--- config.mk ---
export PLATFORM = sky130hd
export DESIGN_NAME = subblock_destress_ctrl
export DESIGN_NICKNAME = d
export VERILOG_FILES = /design/src/rtl/sdc_pkg.sv /design/src/rtl/sdc_pump_timer.sv /design/src/rtl/sdc_write_seq.sv /design/src/rtl/subblock_destress_ctrl.sv
export SDC_FILE = /design/constraint.sdc
export NUM_CORES = 1
export LEC_CHECK = 0
export BUFFER_PORTS_ARGS = -buffer_cell sky130_fd_sc_hd__buf_2
export CELL_PAD_IN_SITES_DETAIL_PLACEMENT = 1
export CELL_PAD_IN_SITES_GLOBAL_PLACEMENT = 2
export CORE_UTILIZATION = 29
export DETAILED_ROUTE_END_ITERATION = 8
export GPL_ROUTABILITY_DRIVEN = 0
export HOLD_SLACK_MARGIN = 0.1
export MAX_ROUTING_LAYER = met4
export PLACE_DENSITY_LB_ADDON = 0.1
export SLEW_MARGIN = 25
export SYNTH_ARGS = -nofsm -noshare
export SYNTH_HDL_FRONTEND = slang
export SYNTH_SLANG_ARGS = --single-unit
--- constraint.sdc ---
create_clock -name clk -period 1.5 [get_ports clk]
set_input_delay 0.15 -clock clk [delete_from_list [all_inputs] [get_ports clk]]
set_output_delay 0.15 -clock clk [all_outputs]
set_load 0.03 [all_outputs]
--- src/rtl/sdc_pkg.sv ---
package sdc_pkg;
  localparam int NBLK    = 3;
  localparam int BLK_PS  = 0;
  localparam int BLK_VF  = 1;
  localparam int BLK_SA  = 2;
  localparam int NPUMP   = 2;
  localparam int PUMP_RD = 0;
  localparam int PUMP_WR = 1;
  typedef logic [NBLK-1:0] blk_vec_t;
endpackage

--- src/rtl/sdc_pump_timer.sv ---
module sdc_pump_timer #(
  parameter int LEN_W = 8
) (
  input  logic             clk,
  input  logic             rst,
  input  logic             go,
  input  logic [LEN_W-1:0] len,
  output logic             pump_en
);
  logic [LEN_W-1:0] remain;

  always_ff @(posedge clk) begin
    if (rst) begin
      pump_en <= 1'b1;
      remain  <= '0;
    end else if (pump_en) begin
      if (go) begin
        pump_en <= 1'b0;
        remain  <= (len == '0) ? '0 : len - LEN_W'(1);
      end
    end else if (remain == '0) begin
      pump_en <= 1'b1;
    end else begin
      remain <= remain - LEN_W'(1);
    end
  end

  // a started de-stress turns the pump off on the next cycle
  assert_start_off_R6: assert property (@(posedge clk) disable iff (rst)
    (go && pump_en) |=> !pump_en);

  // a de-stress in progress runs until its countdown reaches zero
  assert_hold_off_R6: assert property (@(posedge clk) disable iff (rst)
    (!pump_en && remain != '0) |=> !pump_en);
endmodule

--- src/rtl/sdc_write_seq.sv ---
module sdc_write_seq (
  input  logic clk,
  input  logic rst,
  input  logic cmd_valid,
  input  logic cmd_write,
  input  logic rd_en,
  input  logic wr_en,
  input  logic rd_go,
  input  logic wr_go,
  output logic cmd_ready,
  output logic vfy_pend,
  output logic read_start,
  output logic prog_start,
  output logic verify_start
);
  logic take_rd, take_wr, vfy_fire;

  always_comb begin
    if (vfy_pend)       cmd_ready = 1'b0;
    else if (cmd_write) cmd_ready = wr_en & ~wr_go;
    else                cmd_ready = rd_en & ~rd_go;
  end

  assign take_rd  = cmd_valid & cmd_ready & ~cmd_write;
  assign take_wr  = cmd_valid & cmd_ready &  cmd_write;
  assign vfy_fire = vfy_pend & rd_en;

  always_ff @(posedge clk) begin
    if (rst) begin
      vfy_pend     <= 1'b0;
      read_start   <= 1'b0;
      prog_start   <= 1'b0;
      verify_start <= 1'b0;
    end else begin
      read_start   <= take_rd;
      prog_start   <= take_wr;
      verify_start <= vfy_fire;
      vfy_pend     <= (vfy_pend & ~rd_en) | take_wr;
    end
  end

  // a read never starts without the read pump
  assert_read_powered_R7: assert property (@(posedge clk) disable iff (rst)
    read_start |-> rd_en);

  // a program step never starts without the write pump
  assert_prog_powered_R8: assert property (@(posedge clk) disable iff (rst)
    prog_start |-> wr_en);

  // a verify step never starts while the read pump is off
  assert_verify_powered_R9: assert property (@(posedge clk) disable iff (rst)
    verify_start |-> rd_en);

  // each program step is followed by a verify before the next program step
  assert_verify_before_next_R10: assert property (@(posedge clk) disable iff (rst)
    prog_start |-> !$past(vfy_pend));
endmodule

--- src/rtl/subblock_destress_ctrl.sv ---
module subblock_destress_ctrl #(
  parameter int LEN_W     = 8,
  parameter bit DECOUPLED = 1'b1
) (
  input  logic             clk,
  input  logic             rst,
  input  logic [2:0]       ds_req,
  input  logic [LEN_W-1:0] ds_len,
  input  logic             cmd_valid,
  input  logic             cmd_write,
  output logic             cmd_ready,
  output logic             rd_pump_en,
  output logic             wr_pump_en,
  output logic [2:0]       blk_ds,
  output logic             read_start,
  output logic             prog_start,
  output logic             verify_start
);
  import sdc_pkg::*;

  logic [NPUMP-1:0] go_v;
  logic [NPUMP-1:0] en_v;
  logic             vfy_pend;
  logic             vfy_block;
  blk_vec_t         status;

  assign vfy_block = vfy_pend & en_v[PUMP_RD];

  generate
    if (DECOUPLED) begin : g_split
      assign go_v[PUMP_RD] = (ds_req[BLK_SA] | ds_req[BLK_VF]) & en_v[PUMP_RD] & ~vfy_block;
      assign go_v[PUMP_WR] = ds_req[BLK_PS] & en_v[PUMP_WR];
    end else begin : g_joint
      logic joint_go;
      assign joint_go = (|ds_req) & en_v[PUMP_RD] & en_v[PUMP_WR] & ~vfy_block;
      assign go_v[PUMP_RD] = joint_go;
      assign go_v[PUMP_WR] = joint_go;
    end
  endgenerate

  generate
    for (genvar p = 0; p < NPUMP; p++) begin : g_pump
      sdc_pump_timer #(.LEN_W(LEN_W)) u_timer (
        .clk     (clk),
        .rst     (rst),
        .go      (go_v[p]),
        .len     (ds_len),
        .pump_en (en_v[p])
      );
    end
  endgenerate

  sdc_write_seq u_seq (
    .clk          (clk),
    .rst          (rst),
    .cmd_valid    (cmd_valid),
    .cmd_write    (cmd_write),
    .rd_en        (en_v[PUMP_RD]),
    .wr_en        (en_v[PUMP_WR]),
    .rd_go        (go_v[PUMP_RD]),
    .wr_go        (go_v[PUMP_WR]),
    .cmd_ready    (cmd_ready),
    .vfy_pend     (vfy_pend),
    .read_start   (read_start),
    .prog_start   (prog_start),
    .verify_start (verify_start)
  );

  always_comb begin
    status         = '0;
    status[BLK_PS] = ~en_v[PUMP_WR];
    status[BLK_VF] = ~en_v[PUMP_RD];
    status[BLK_SA] = ~en_v[PUMP_RD];
  end

  assign rd_pump_en = en_v[PUMP_RD];
  assign wr_pump_en = en_v[PUMP_WR];
  assign blk_ds     = status;

  // a pulse-shaper request with an idle write pump cuts that pump next cycle
  assert_ps_cut_R2: assert property (@(posedge clk) disable iff (rst)
    (ds_req[BLK_PS] && wr_pump_en) |=> !wr_pump_en);

  // an accepted command never loses its pump in the following cycle
  assert_cmd_keeps_pump_R11: assert property (@(posedge clk) disable iff (rst)
    (cmd_valid && cmd_ready && !cmd_write) |=> rd_pump_en);

  generate
    if (!DECOUPLED) begin : g_chk_joint
      // coupled mode keeps the two pumps in step
      assert_pumps_equal_R5: assert property (@(posedge clk) disable iff (rst)
        rd_pump_en == wr_pump_en);
    end
  endgenerate
endmodule

==> results.py <==
metrics = {
    "floorplanning": {
        "io_pins": 24,
        "chipHeight_um": 71.86,
        "start_util_pct": 29.96,
        "rows": 25,
        "core_area_sq_um": 4723,
        "die_w_um": 71.86,
        "die_area_sq_um": 5163,
    },
    "layout": {
        "fin_util_pct": 45.64,
        "antenna_cells": 0,
        "fillerInstances": 568,
        "areaGrowthSynthToFinish_pct": 52.34,
        "stdcell_area_sq_um": 2156,
        "final_layout_size_suffix_gt1_share_pct": 44.21,
        "nNetsFinal": 264,
    },
    "place": {
        "io_buffer_count": 23,
        "placed_area_sq_um": 1911,
        "hpwl_um": 3967,
        "post-place-ws_ns": -0.1662,
    },
    "drt": {
        "drc": 0,
        "totalWireLength_um": 5022,
        "vias": 1606,
        "wl_per_cell_um": 16.25,
        "drtIter0Drc": 67,
        "ant_nets": 0,
        "vias_per_cell": 5.197,
        "firstDrtPassIters": 4,
    },
    "synth": {
        "ys_warn_count": 0,
        "synth_top_area_share_pct": 31.12,
        "synth_top_area_cell": "dfxtp_1",
        "syn_area_sq_um": 1415,
        "ys_ff_latch": 22,
        "synth.yosys.seq_area_share_pct": 31.12,
        "synth.avg_cell_area_sq_um": 8.227,
        "syn_inst": 172,
        "synthFlopType": "dfxtp_1",
        "synthDistinctLibCells": 47,
        "synth_nets": 193,
        "synthTopCellsByArea": "dfxtp_1, o21ai_0, ha_1",
        "synthArstFlopShare_pct": 0,
        "synth_edf_count": 0,
    },
    "grt": {
        "antenna_found_initial": 0,
        "grt_pass1_vias": 1705,
        "grt-ovfl-total": 0,
        "gr-max-usage-layer": "met2",
        "grt.met1_usage_pct": 26.47,
        "grt_pass1_wl_um": 8107,
        "use_met2_pct": 35.22,
        "grt_max_degree": 14,
        "track_usage_pct": 20.80,
        "met3_usage_pct": 2.110,
    },
    "worst_hold_path": {
        "hold_path_startpoint": "ds_req[2]",
        "min_path_cells": 4,
        "hold_end": "u_seq.read_start",
        "hp-class": "input port to flop",
    },
    "setup_path": {
        "worstRegToRegCells": 7,
        "worstPathCellList": "inv_2 > ha_4 > nor4b_4 > a22oi_2 > buf_4 > mux2i_1 > a21oi_1",
        "crit_slowest_cell": "dfxtp_2",
        "path_delay_family": "compound AO/OA/AOI/OAI gates",
        "cp_max_fo": 6,
        "path_buf_inv": 2,
        "max_stage_delay_ns": 0.34,
        "reg2reg_to": "g_pump[0].u_timer.remain[0]",
        "required_ns": 1.66,
        "regToRegStartpoint": "g_pump[0].u_timer.remain[0]",
        "critical_path.startpoint_type": "flop",
        "rrSetupSlack_ns": -0.006,
        "arrival_ns": 1.67,
        "criticalPathCategory": "flop to flop",
        "cp-end-kind": "flop",
    },
    "sta": {
        "holdWs_ns": 0.2602,
        "relSlewSlack_pct": 76.07,
        "rsz0062_at_grt": "true",
        "fmax_ghz": 0.6642,
        "final-hold-violation-count": 0,
        "period_needed_ns": 1.506,
        "worstMarginPinSlew_ns": 0.3589,
        "finalClockSkew_ns": 0.008141,
        "worst_slack_ns": -0.005676,
        "drv_slew": 0,
        "min_period_over_period_pct": 100.4,
        "setup_viol": 1,
    },
    "clock_tree": {
        "cts_tree": "done",
        "clk_latency_ns": 0.27,
        "clk_path_buf_depth": 2,
        "h-tree-depth": 1,
        "cts-root-buf": "clkbuf_8",
        "cts.sinks": 22,
        "cts_buffers": 3,
        "clk_pin_slew_ns": 0.09,
    },
    "power": {
        "p_leak_nw": 0.9029,
        "ir_drop_mv": 0.4201,
        "powerDensity_nw_per_um2": 1116,
        "totalPowerFinal_w": 0.002405,
    },
    "run": {
        "maxCapViolations": 0,
    },
    "outcome": {
        "outcome": "complete, but fails checks",
        "violations": "negative setup slack",
    },
}
## registers in the layout, indices dropped and copies added, names as in the netlist
name                    count
u_seq.vfy_pend              1
u_seq.prog_start            1
g_pump.u_timer.pump_en      2
u_seq.verify_start          1
u_seq.read_start            1
g_pump.u_timer.remain      16
## Yosys cell counts, types with 3 or more instances
cell type,n
or3_1,3
ha_1,6
a211oi_1,3
nor4_2,3
nand2_1,5
nand3_1,6
nor2b_1,3
a32o_1,4
nor3_1,6
o21ai_0,17
and2_1,3
inv_1,10
a32oi_1,3
clkbuf_1,4
dfxtp_1,22
a31oi_1,6
nor2_1,13
nor3b_1,7
a21oi_1,12
## logic make-up (layout without fill, tap and decap cells)
| group | after synthesis | count (layout) | share of synthesized area (%) |
|---|---|---|---|
| simple gates | 62 | 62 | 26.97 |
| compound gates | 61 | 61 | 28.82 |
| flops | 22 | 22 | 31.12 |
| buf+inv | 16 | 86 | 4.509 |
| fa+ha+maj | 6 | 6 | 5.305 |
| xor+xnor | 3 | 3 | 1.857 |
| mux | 2 | 2 | 1.415 |
## layer usage
metal  routed length, um  vias up
li1                    -      792
met1                2369      784
met2                2474       26
met3                 112        4
met4                  65        0
met5                   0        -
## cells in the final DEF (no fill, tap or decap), drive strengths merged, types with 6 or more instances in the layout
cell type,count
nor3,7
nor3b,7
o21ai,18
ha,6
buf,69
nor2,13
nand3,6
dfxtp,22
inv,10
a21oi,12
a31oi,6
## through the flow
step / TNS (ns) / std cells
global route: -0.1993 / 309
global placement: -0.8736 / 298
floorplan: -0.03968 / 172
finish: -0.005676 / 309
detailed placement: -1.589 / 298
CTS: -0.05564 / 304
## power breakdown
part           internal, W  total [W]  switching [W]
sequential        0.000668   0.000759      0.0000906
combinational     0.000529    0.00108       0.000548
clock             0.000357   0.000569       0.000213
total              0.00155    0.00241       0.000851
## how the worst max path moves through the flow
| stage | start | endpoint | slack, ns | cells after the start |
|---|---|---|---|---|
| CTS | g_pump[0].u_timer.remain[0] | g_pump[0].u_timer.remain[0] | -0.04 | 7 |
| detailed placement | ds_len[1] | g_pump[1].u_timer.remain[5] | -0.17 | 8 |
| global route | g_pump[0].u_timer.remain[0] | g_pump[0].u_timer.remain[0] | -0.07 | 7 |
| finish | g_pump[0].u_timer.remain[0] | g_pump[0].u_timer.remain[0] | -0.006 | 7 |
| floorplan | g_pump[0].u_timer.remain[0] | g_pump[0].u_timer.remain[3] | -0.02 | 6 |
| global placement | ds_len[1] | g_pump[1].u_timer.remain[5] | -0.12 | 8 |
## worst register-to-register path: stages, from the launching register on
cell	delay, ns
dfxtp_2	0.34
inv_2	0.05
ha_4	0.15
nor4b_4	0.12
a22oi_2	0.30
buf_4	0.18
mux2i_1	0.17
a21oi_1	0.08
## area by class of cell
class | instances | area, sq um | share of cell area (%)
multi-input combinational | 134 | 1026 | 47.59
timing repair buffer | 71 | 486.7 | 22.58
sequential | 22 | 445.4 | 20.66
tap | 67 | 83.83 | 3.889
inverter | 11 | 42.54 | 1.973
clock buffer | 3 | 41.29 | 1.915
clock inverter | 1 | 30.03 | 1.393
## what timing repair did
action                                 in CTS  in global routing
endpoints found under the hold margin       2                  0
buffers inserted                            1                  5
gates resized for setup                    23                 10
setup endpoints to repair                  12                 13
hold buffers                                2                  0
pin swaps                                   7                  6
No activity file was read; power rests on OpenSTA's default activity.
